==> config.mk <==
export PLATFORM = sky130hd
export DESIGN_NAME = usbh_irq_bank
export DESIGN_NICKNAME = d
export VERILOG_FILES = /design/src/rtl/usbh_irq_pkg.sv /design/src/rtl/usbh_irq_rst_sync.sv /design/src/rtl/usbh_irq_status.sv /design/src/rtl/usbh_irq_enable.sv /design/src/rtl/usbh_irq_bank.sv
export SDC_FILE = /design/constraint.sdc
export NUM_CORES = 1
export LEC_CHECK = 0
export BUFFER_PORTS_ARGS = -buffer_cell sky130_fd_sc_hd__buf_2
export CAP_MARGIN = 20
export CORE_UTILIZATION = 37
export CTS_CLUSTER_DIAMETER = 200
export DETAILED_ROUTE_END_ITERATION = 7
export GPL_ROUTABILITY_DRIVEN = 0
export PLACE_DENSITY = 0.83
export SYNTH_ARGS = -nofsm -noshare
export SYNTH_HDL_FRONTEND = slang
export SYNTH_SLANG_ARGS = --single-unit
export TNS_END_PERCENT = 1
==> constraint.sdc <==
create_clock -name clk -period 1.1 [get_ports clk]
set_clock_uncertainty 0.2 [all_clocks]
set_input_delay 0.055 -clock clk [delete_from_list [all_inputs] [get_ports clk]]
set_output_delay 0.055 -clock clk [all_outputs]
set_load 0.02 [all_outputs]
==> src/rtl/usbh_irq_pkg.sv <==
package usbh_irq_pkg;
  localparam int unsigned REG_W   = 32;
  localparam int unsigned NUM_SRC = 7;
  localparam int unsigned MIE_POS = REG_W - 1;
  localparam int unsigned OWN_POS = REG_W - 2;

  localparam int unsigned OFF_STS    = 'h0;
  localparam int unsigned OFF_EN_SET = 'h4;
  localparam int unsigned OFF_EN_CLR = 'h8;

  typedef enum logic [1:0] {
    SEL_NONE   = 2'd0,
    SEL_STS    = 2'd1,
    SEL_EN_SET = 2'd2,
    SEL_EN_CLR = 2'd3
  } reg_sel_e;
endpackage

==> src/rtl/usbh_irq_rst_sync.sv <==
module usbh_irq_rst_sync #(
  parameter int unsigned STAGES = 2
) (
  input  logic clk,
  input  logic rst_n,
  output logic rst_n_sync
);
  logic [STAGES-1:0] sync_q;
  logic [STAGES-1:0] sync_d;

  always_comb begin
    sync_d = {sync_q[STAGES-2:0], 1'b1};
  end

  always_ff @(posedge clk or negedge rst_n) begin
    if (!rst_n) sync_q <= '0;
    else        sync_q <= sync_d;
  end

  assign rst_n_sync = sync_q[STAGES-1];
endmodule

==> src/rtl/usbh_irq_status.sv <==
module usbh_irq_status #(
  parameter int unsigned N = 7
) (
  input  logic         clk,
  input  logic         rst_n,
  input  logic [N-1:0] evt_i,
  input  logic         clr_we_i,
  input  logic [N-1:0] clr_mask_i,
  output logic [N-1:0] sts_o
);
  logic [N-1:0] sts_q;
  logic [N-1:0] sts_d;
  logic         sts_en;

  // A pulse in the same cycle as its own clear keeps the flag set.
  always_comb begin
    sts_en = clr_we_i | (|evt_i);
    sts_d  = (sts_q & ~(clr_we_i ? clr_mask_i : '0)) | evt_i;
  end

  always_ff @(posedge clk or negedge rst_n) begin
    if (!rst_n)      sts_q <= '0;
    else if (sts_en) sts_q <= sts_d;
  end

  assign sts_o = sts_q;

  p_evt_sets_r2: assert property (@(posedge clk) disable iff (!rst_n)
    (|evt_i) |=> ((sts_o & $past(evt_i)) == $past(evt_i)));

  p_w1c_r3: assert property (@(posedge clk) disable iff (!rst_n)
    (clr_we_i && (|(clr_mask_i & ~evt_i))) |=>
      ((sts_o & $past(clr_mask_i & ~evt_i)) == '0));

  p_hold_r3: assert property (@(posedge clk) disable iff (!rst_n)
    (!clr_we_i && (evt_i == '0)) |=> $stable(sts_o));

  p_evt_wins_r4: assert property (@(posedge clk) disable iff (!rst_n)
    (clr_we_i && (|(clr_mask_i & evt_i))) |=>
      ((sts_o & $past(clr_mask_i & evt_i)) == $past(clr_mask_i & evt_i)));
endmodule

==> src/rtl/usbh_irq_enable.sv <==
module usbh_irq_enable #(
  parameter int unsigned N = 7
) (
  input  logic         clk,
  input  logic         rst_n,
  input  logic         set_we_i,
  input  logic         clr_we_i,
  input  logic [N-1:0] src_mask_i,
  input  logic         mie_mask_i,
  output logic [N-1:0] en_o,
  output logic         mie_o
);
  logic [N-1:0] en_q, en_d;
  logic         mie_q, mie_d;
  logic         upd;
  logic [N-1:0] set_m, clr_m;

  always_comb begin
    upd   = set_we_i | clr_we_i;
    set_m = set_we_i ? src_mask_i : '0;
    clr_m = clr_we_i ? src_mask_i : '0;
    en_d  = (en_q | set_m) & ~clr_m;
    mie_d = (mie_q | (set_we_i & mie_mask_i)) & ~(clr_we_i & mie_mask_i);
  end

  always_ff @(posedge clk or negedge rst_n) begin
    if (!rst_n) begin
      en_q  <= '0;
      mie_q <= 1'b0;
    end else if (upd) begin
      en_q  <= en_d;
      mie_q <= mie_d;
    end
  end

  assign en_o  = en_q;
  assign mie_o = mie_q;

  p_set_r5: assert property (@(posedge clk) disable iff (!rst_n)
    set_we_i |=> (((en_o & $past(src_mask_i)) == $past(src_mask_i)) &&
                  (mie_o || !$past(mie_mask_i))));

  p_clr_r6: assert property (@(posedge clk) disable iff (!rst_n)
    clr_we_i |=> (((en_o & $past(src_mask_i)) == '0) &&
                  !(mie_o && $past(mie_mask_i))));

  p_hold_r5: assert property (@(posedge clk) disable iff (!rst_n)
    (!set_we_i && !clr_we_i) |=> ($stable(en_o) && $stable(mie_o)));
endmodule

==> src/rtl/usbh_irq_bank.sv <==
module usbh_irq_bank
  import usbh_irq_pkg::*;
#(
  parameter int unsigned ADDR_W = 4
) (
  input  logic              clk,
  input  logic              rst_n,
  input  logic [ADDR_W-1:0] reg_addr,
  input  logic              reg_wr,
  input  logic [REG_W-1:0]  reg_wdata,
  output logic [REG_W-1:0]  reg_rdata,
  input  logic [NUM_SRC-1:0] evt_pulse,
  output logic              irq
);
  logic rst_n_i;
  reg_sel_e sel;
  logic [NUM_SRC-1:0] sts, en;
  logic mie;
  logic unused_wdata;

  assign unused_wdata = ^reg_wdata[MIE_POS-1:NUM_SRC];

  usbh_irq_rst_sync #(.STAGES(2)) u_rst_sync (
    .clk(clk), .rst_n(rst_n), .rst_n_sync(rst_n_i)
  );

  always_comb begin
    if (reg_addr == ADDR_W'(OFF_STS))         sel = SEL_STS;
    else if (reg_addr == ADDR_W'(OFF_EN_SET)) sel = SEL_EN_SET;
    else if (reg_addr == ADDR_W'(OFF_EN_CLR)) sel = SEL_EN_CLR;
    else                                      sel = SEL_NONE;
  end

  usbh_irq_status #(.N(NUM_SRC)) u_status (
    .clk(clk), .rst_n(rst_n_i), .evt_i(evt_pulse),
    .clr_we_i(reg_wr && (sel == SEL_STS)),
    .clr_mask_i(reg_wdata[NUM_SRC-1:0]),
    .sts_o(sts)
  );

  usbh_irq_enable #(.N(NUM_SRC)) u_enable (
    .clk(clk), .rst_n(rst_n_i),
    .set_we_i(reg_wr && (sel == SEL_EN_SET)),
    .clr_we_i(reg_wr && (sel == SEL_EN_CLR)),
    .src_mask_i(reg_wdata[NUM_SRC-1:0]),
    .mie_mask_i(reg_wdata[MIE_POS]),
    .en_o(en), .mie_o(mie)
  );

  always_comb begin
    reg_rdata = '0;
    unique case (sel)
      SEL_STS: reg_rdata[NUM_SRC-1:0] = sts;
      SEL_EN_SET, SEL_EN_CLR: begin
        reg_rdata[NUM_SRC-1:0] = en;
        reg_rdata[MIE_POS]     = mie;
      end
      default: reg_rdata = '0;
    endcase
  end

  assign irq = mie & (|(sts & en));

  p_rsvd_r7: assert property (@(posedge clk) disable iff (!rst_n_i)
    (reg_rdata[OWN_POS:NUM_SRC] == '0));

  p_irq_mie_r8: assert property (@(posedge clk) disable iff (!rst_n_i)
    !mie |-> !irq);

  p_irq_src_r8: assert property (@(posedge clk) disable iff (!rst_n_i)
    irq |-> (|(sts & en)));

  p_bad_off_r9: assert property (@(posedge clk) disable iff (!rst_n_i)
    (sel == SEL_NONE) |-> (reg_rdata == '0));

  p_alias_r6: assert property (@(posedge clk) disable iff (!rst_n_i)
    (sel == SEL_EN_CLR) |-> (reg_rdata[NUM_SRC-1:0] == en));
endmodule

# [Yosys cells after proc, flatten, opt, wreduce, memory -nomap -nowiden]
# Index checks and enable logic that the tools add are counted.
[totals] register_bits=17 inputBits=46 elab_cells=39 out_inout_bits=33
[classes] reduce_logical=7 mux=8 n_bitwise=15 n_eq_ne=5
[op_table] cell="7-bit bitwise AND" count=3
[op_table] cell="7-bit 2-to-1 mux" count=3
[op_table] cell="7-bit NOT" count=2
[op_table] cell="7-bit OR" count=2
[op_table] cell="7-bit one-hot mux with 2 select lines" count=1
[op_table] cell="7-bit OR reduction" count=2
[op_table] cell="2-bit 2-to-1 mux" count=3
[op_table] cell="1-bit bitwise AND" count=4
[op_table] cell="2-bit equality test (second input constant)" count=2
[op_table] cell="4-bit by 3-bit equality test with 1-bit output (second input constant)" count=1
[op_table] cell="4-bit equality test (second input constant)" count=1
[op_table] cell="4-bit logical NOT" count=1
[op_table] cell="1-bit logical AND" count=3
[op_table] cell="1-bit OR" count=3
[op_table] cell="2-bit by 1-bit equality test with 1-bit output (second input constant)" count=1
[op_table] cell="2-bit OR reduction" count=1
[op_table] cell="1-bit 2-to-1 mux" count=1
[op_table] cell="1-bit NOT" count=1

# [Longest topological paths before layout]
[depth] word_depth=10 mapped_depth=5 ltp_nobuf=3

# [By module]
# From an unflattened synthesis, not the netlist that was laid out.
[hier_totals] cells_unflattened=114 hier_area_um2=1126.1
[modules_own_cells] mod="usbh_irq_bank" seq_area_each_um2=0.0 area_per_inst_um2=461.7 cells_per_inst=64 n_inst=1
[modules_own_cells] mod="usbh_irq_enable" seq_area_each_um2=200.2 area_per_inst_um2=356.6 cells_per_inst=26 n_inst=1
[modules_own_cells] mod="usbh_irq_status" seq_area_each_um2=175.2 area_per_inst_um2=254.0 cells_per_inst=21 n_inst=1
[modules_own_cells] mod="usbh_irq_rst_sync" seq_area_each_um2=50.0 area_per_inst_um2=53.8 cells_per_inst=3 n_inst=1

# [Least setup slack after synthesis]
# No wires, ideal clock.
[synth_path] kind="in2out" startpoint="input port reg_addr[1]" endpoint="output port reg_rdata[31]" n_path_buf=1 slack_ns=-0.162 cell_stages=3 arrival_time_ns=1.007 required_time_ns=0.845 cell_sequence="or2_2 > clkbuf_1 > nor3_1"
[synth_via] elab_chain_cells=7 word_cells_on_any_way=10 cone_classes="4 x eq/ne; 4 x mux; 2 x reduce/logical"
[synth_rtl] element="start: declaration" line="usbh_irq_bank.sv:8" text="input logic [ADDR_W-1:0] reg_addr,"
[synth_rtl] element="4-bit equality test" line="usbh_irq_bank.sv:30" text="else if (reg_addr == ADDR_W'(OFF_EN_CLR)) sel = SEL_EN_CLR;"
[synth_rtl] element="2-bit 2-to-1 mux" line="usbh_irq_bank.sv:30"
[synth_rtl] element="2-bit 2-to-1 mux" line="usbh_irq_bank.sv:29" text="else if (reg_addr == ADDR_W'(OFF_EN_SET)) sel = SEL_EN_SET;"
[synth_rtl] element="2-bit 2-to-1 mux (*)" line="usbh_irq_bank.sv:28" text="if (reg_addr == ADDR_W'(OFF_STS)) sel = SEL_STS;"
[synth_rtl] element="2-bit equality test" line="usbh_irq_bank.sv:52" text="unique case (sel)"
[synth_rtl] element="2-bit OR reduction (*)" line="usbh_irq_bank.sv:52"
[synth_rtl] element="1-bit 2-to-1 mux (*)" line="usbh_irq_bank.sv:52"
[synth_rtl] element="end: declaration" line="usbh_irq_bank.sv:11" text="output logic [REG_W-1:0] reg_rdata,"
# Every way passes the cells marked *; elsewhere a longest branch is shown, timed or not.

# [Final worst setup path]
[layout_path] startpoint="register u_enable.en_q[3], in the netlist u_enable.en_o[3]" endpoint="output port reg_rdata[3]"
[layout_via] elab_chain_cells=1
[layout_rtl] element="start: declaration" line="usbh_irq_enable.sv:13" text="logic [N-1:0] en_q, en_d;"
[layout_rtl] element="start signal: assignment" line="usbh_irq_enable.sv:31" text="en_q <= en_d;"
[layout_rtl] element="7-bit one-hot mux with 2 select lines" line="usbh_irq_bank.sv:52"
# Every way passes these cells.

==> results.json <==
{
  "status": "complete, but fails checks",
  "violations": "design-rule violations, negative hold slack, negative setup slack",
  "min_period_ns": 1.61,
  "postLayoutCoreUtil_pct": 56.2,
  "hold_ws_ns": -0.0175,
  "period_share_pct": 147,
  "die_y_microns": 56.9,
  "cts_buffers": 3,
  "ys_seq_elements": 17,
  "wirelength_microns": 2800,
  "worstSetupPathType": "register to primary output",
  "synth_top_area_share_pct": 38.1,
  "root_buffer": "clkbuf_4",
  "drc": 15,
  "yosysSeqAreaShare_pct": 38.1,
  "finalHoldViolCount": 15,
  "grt_pass1_vias": 951,
  "synth_cell_type_count": 23,
  "fin_nets": 218,
  "crit_fanout": 4,
  "grt_overflow": 0,
  "synth_ff_type": "dfrtp_1",
  "core_sq_um": 2810,
  "initial_utilization_pct": 39.8,
  "io-pin-count": 79,
  "worstSetupStartpointType": "register",
  "viasPerCell": 5.07,
  "dpl-instance-area_sq_um": 1280,
  "dp_hpwl_microns": 1840,
  "netlist_instances": 112,
  "wl_per_cell_microns": 13.9,
  "clk-insertion-delay-late_ns": 0.30,
  "first_iter_violations": 54,
  "min_path_type": "register to async pin",
  "met3_usage_pct": 3.23,
  "fmax_mhz": 620,
  "antenna_found_initial": 0,
  "cts_tree": "done",
  "cap_violations": 0,
  "track_usage_pct": 17.8,
  "finalPower_mw": 1.77,
  "die_area_sq_um": 3240,
  "top_usage_layer": "met2",
  "yosysMostFrequentCell": "buf_4",
  "grt_use_met1_pct": 22.3,
  "synth_edf_count": 0,
  "syn_to_final_growth_pct": 41.3,
  "postLayoutCellArea_sq_um": 1580,
  "postRouteAntennaNets": 0,
  "drive_above_1_share_pct": 39.8,
  "port-buffer-count": 30,
  "fp.dieW_microns": 56.9,
  "power_density_nw_per_um2": 1120,
  "grt_pass1_wl_microns": 4400,
  "synthTopCellsByCount": "buf_4 (25), dfrtp_1 (17), a31oi_1 (9), a21oi_1 (8)",
  "end_kind": "primary output",
  "diodes": 0,
  "clock_sinks": 17,
  "rows": 19,
  "grt_use_met2_pct": 30.3,
  "cpPeakStageDelay_ns": 0.44,
  "peakVddDrop_mv": 0.770,
  "rsz0062_at_grt": "yes",
  "cp.required_ns": 0.84,
  "finalMaxSlewViolations": 0,
  "path_cells": "mux2i_1 -> a2bb2oi_2 -> nor2_2 -> buf_2",
  "dr.pass1.iters": 6,
  "finalWorstSetupSlack_ns": -0.512,
  "ys_async_sr_fraction_pct": 100,
  "crit_arrival_ns": 1.36,
  "fin_tns_setup_ns": -3.90,
  "setup_viol": 10,
  "path_clk_slew_ns": 0.10,
  "synth_warnings": 0,
  "crit_slowest_cell": "dfrtp_1",
  "htree_levels": 1,
  "syn_area_sq_um": 1120,
  "p_leak_nw": 0.725,
  "synthTopCellsByArea": "dfrtp_1 (38%), buf_4 (17%), mux2i_1 (6.3%), a2bb2oi_1 (5.5%), a31oi_1 (5.0%)",
  "synth_area_per_cell_sq_um": 9.96,
  "grt_max_degree": 16,
  "synth_top_area_cell": "dfrtp_1",
  "clk_path_buf_depth": 2,
  "vias": 1024
}
==> stage by stage <==
stage          setup slack [ns]  std cells
2_1_floorplan           -0.0891        135
3_3_place_gp             -0.323        178
3_5_place_dp             -0.413        178
4_1_cts                  -0.536        201
5_1_grt                  -0.605        202
6_report                 -0.512        202
==> metal layers <==
layer | wire (microns) | vias up | part of all wire, %
met5 | 0 | - | 0
met1 | 1150 | 487 | 41
li1 | - | 474 | -
met3 | 165 | 7 | 5.9
met4 | 56 | 0 | 2.0
met2 | 1430 | 56 | 51
==> placed cells by master (no fill, tap or decap), drive strengths merged, types with 7 or more instances in the layout <==
cell type	count
buf	44
a21o	7
mux2i	7
dfrtp	17
conb	25
a21oi	8
a2bb2oi	7
nand3b	7
dlygate4sd3	17
nor2	7
a31oi	9
==> path summary, 6_finish.rpt <==
| path | from | endpoint | slack (ns) | cells after the start |
|---|---|---|---|---|
| hold reg to reg | u_rst_sync.sync_q[1] | u_enable.mie_o | -0.02 | 1 |
| max in group asynchronous | rst_n | u_rst_sync.sync_q[1] | 0.18 | 3 |
| setup / recovery | u_enable.en_o[3] | reg_rdata[3] | -0.51 | 4 |
| setup reg to reg | u_enable.en_o[2] | u_enable.en_o[2] | -0.04 | 4 |
| min in group clk | reg_addr[3] | u_status.sts_o[5] | 0.10 | 3 |
| hold / removal | u_rst_sync.sync_q[1] | u_enable.mie_o | -0.02 | 1 |
==> final cells by class <==
class                   count  area, sq um
clock buffers               4         26.3
well taps                  31         38.8
multi-input cells          87          618
fillers                   245         1230
repair buffers             62          464
flip-flops and latches     17          425
inverters                   1         3.75
==> cells by family after synthesis <==
group,after synthesis,share of synthesized area (%)
and+or+nand+nor,20,12.7
other,2,0.673
buffers and inverters,31,20.4
muxes,7,6.28
AOI/OAI and AO/OA,34,21.1
xor gates and xnor gates,1,0.785
DFF,17,38.1
==> state kept, by name (all words and copies together) (netlist names) <==
| name | count |
|---|---|
| u_enable.en_o | 7 |
| u_enable.mie_o | 1 |
| u_rst_sync.sync_q | 2 |
| u_status.sts_o | 7 |
==> worst max-delay path, delay by kind of cell (launching register included) <==
family | cells | cell delay, ns
muxes | 1 | 0.24
buffers and inverters | 1 | 0.16
AOI/OAI and AO/OA | 1 | 0.18
DFF | 1 | 0.44
and+or+nand+nor | 1 | 0.04
==> what timing repair did <==
action | 4_1_cts | 5_1_grt
setup endpoints to repair | 11 | 10
cloned | 0 | 0
hold endpoints to repair | 32 | 0
pin swaps | 3 | 1
hold buffers | 17 | 0
buffers inserted | 2 | 1
gates resized for setup | 3 | 16
==> report_power, final <==
part / internal (mW) / switching, mW / leakage, nW / total, mW
sequential: 0.700 / 0.0801 / 0.183 / 0.780
clock: 0.142 / 0.207 / 0.0150 / 0.348
combinational: 0.309 / 0.332 / 0.526 / 0.642
Power figures use the tool's default switching activity.
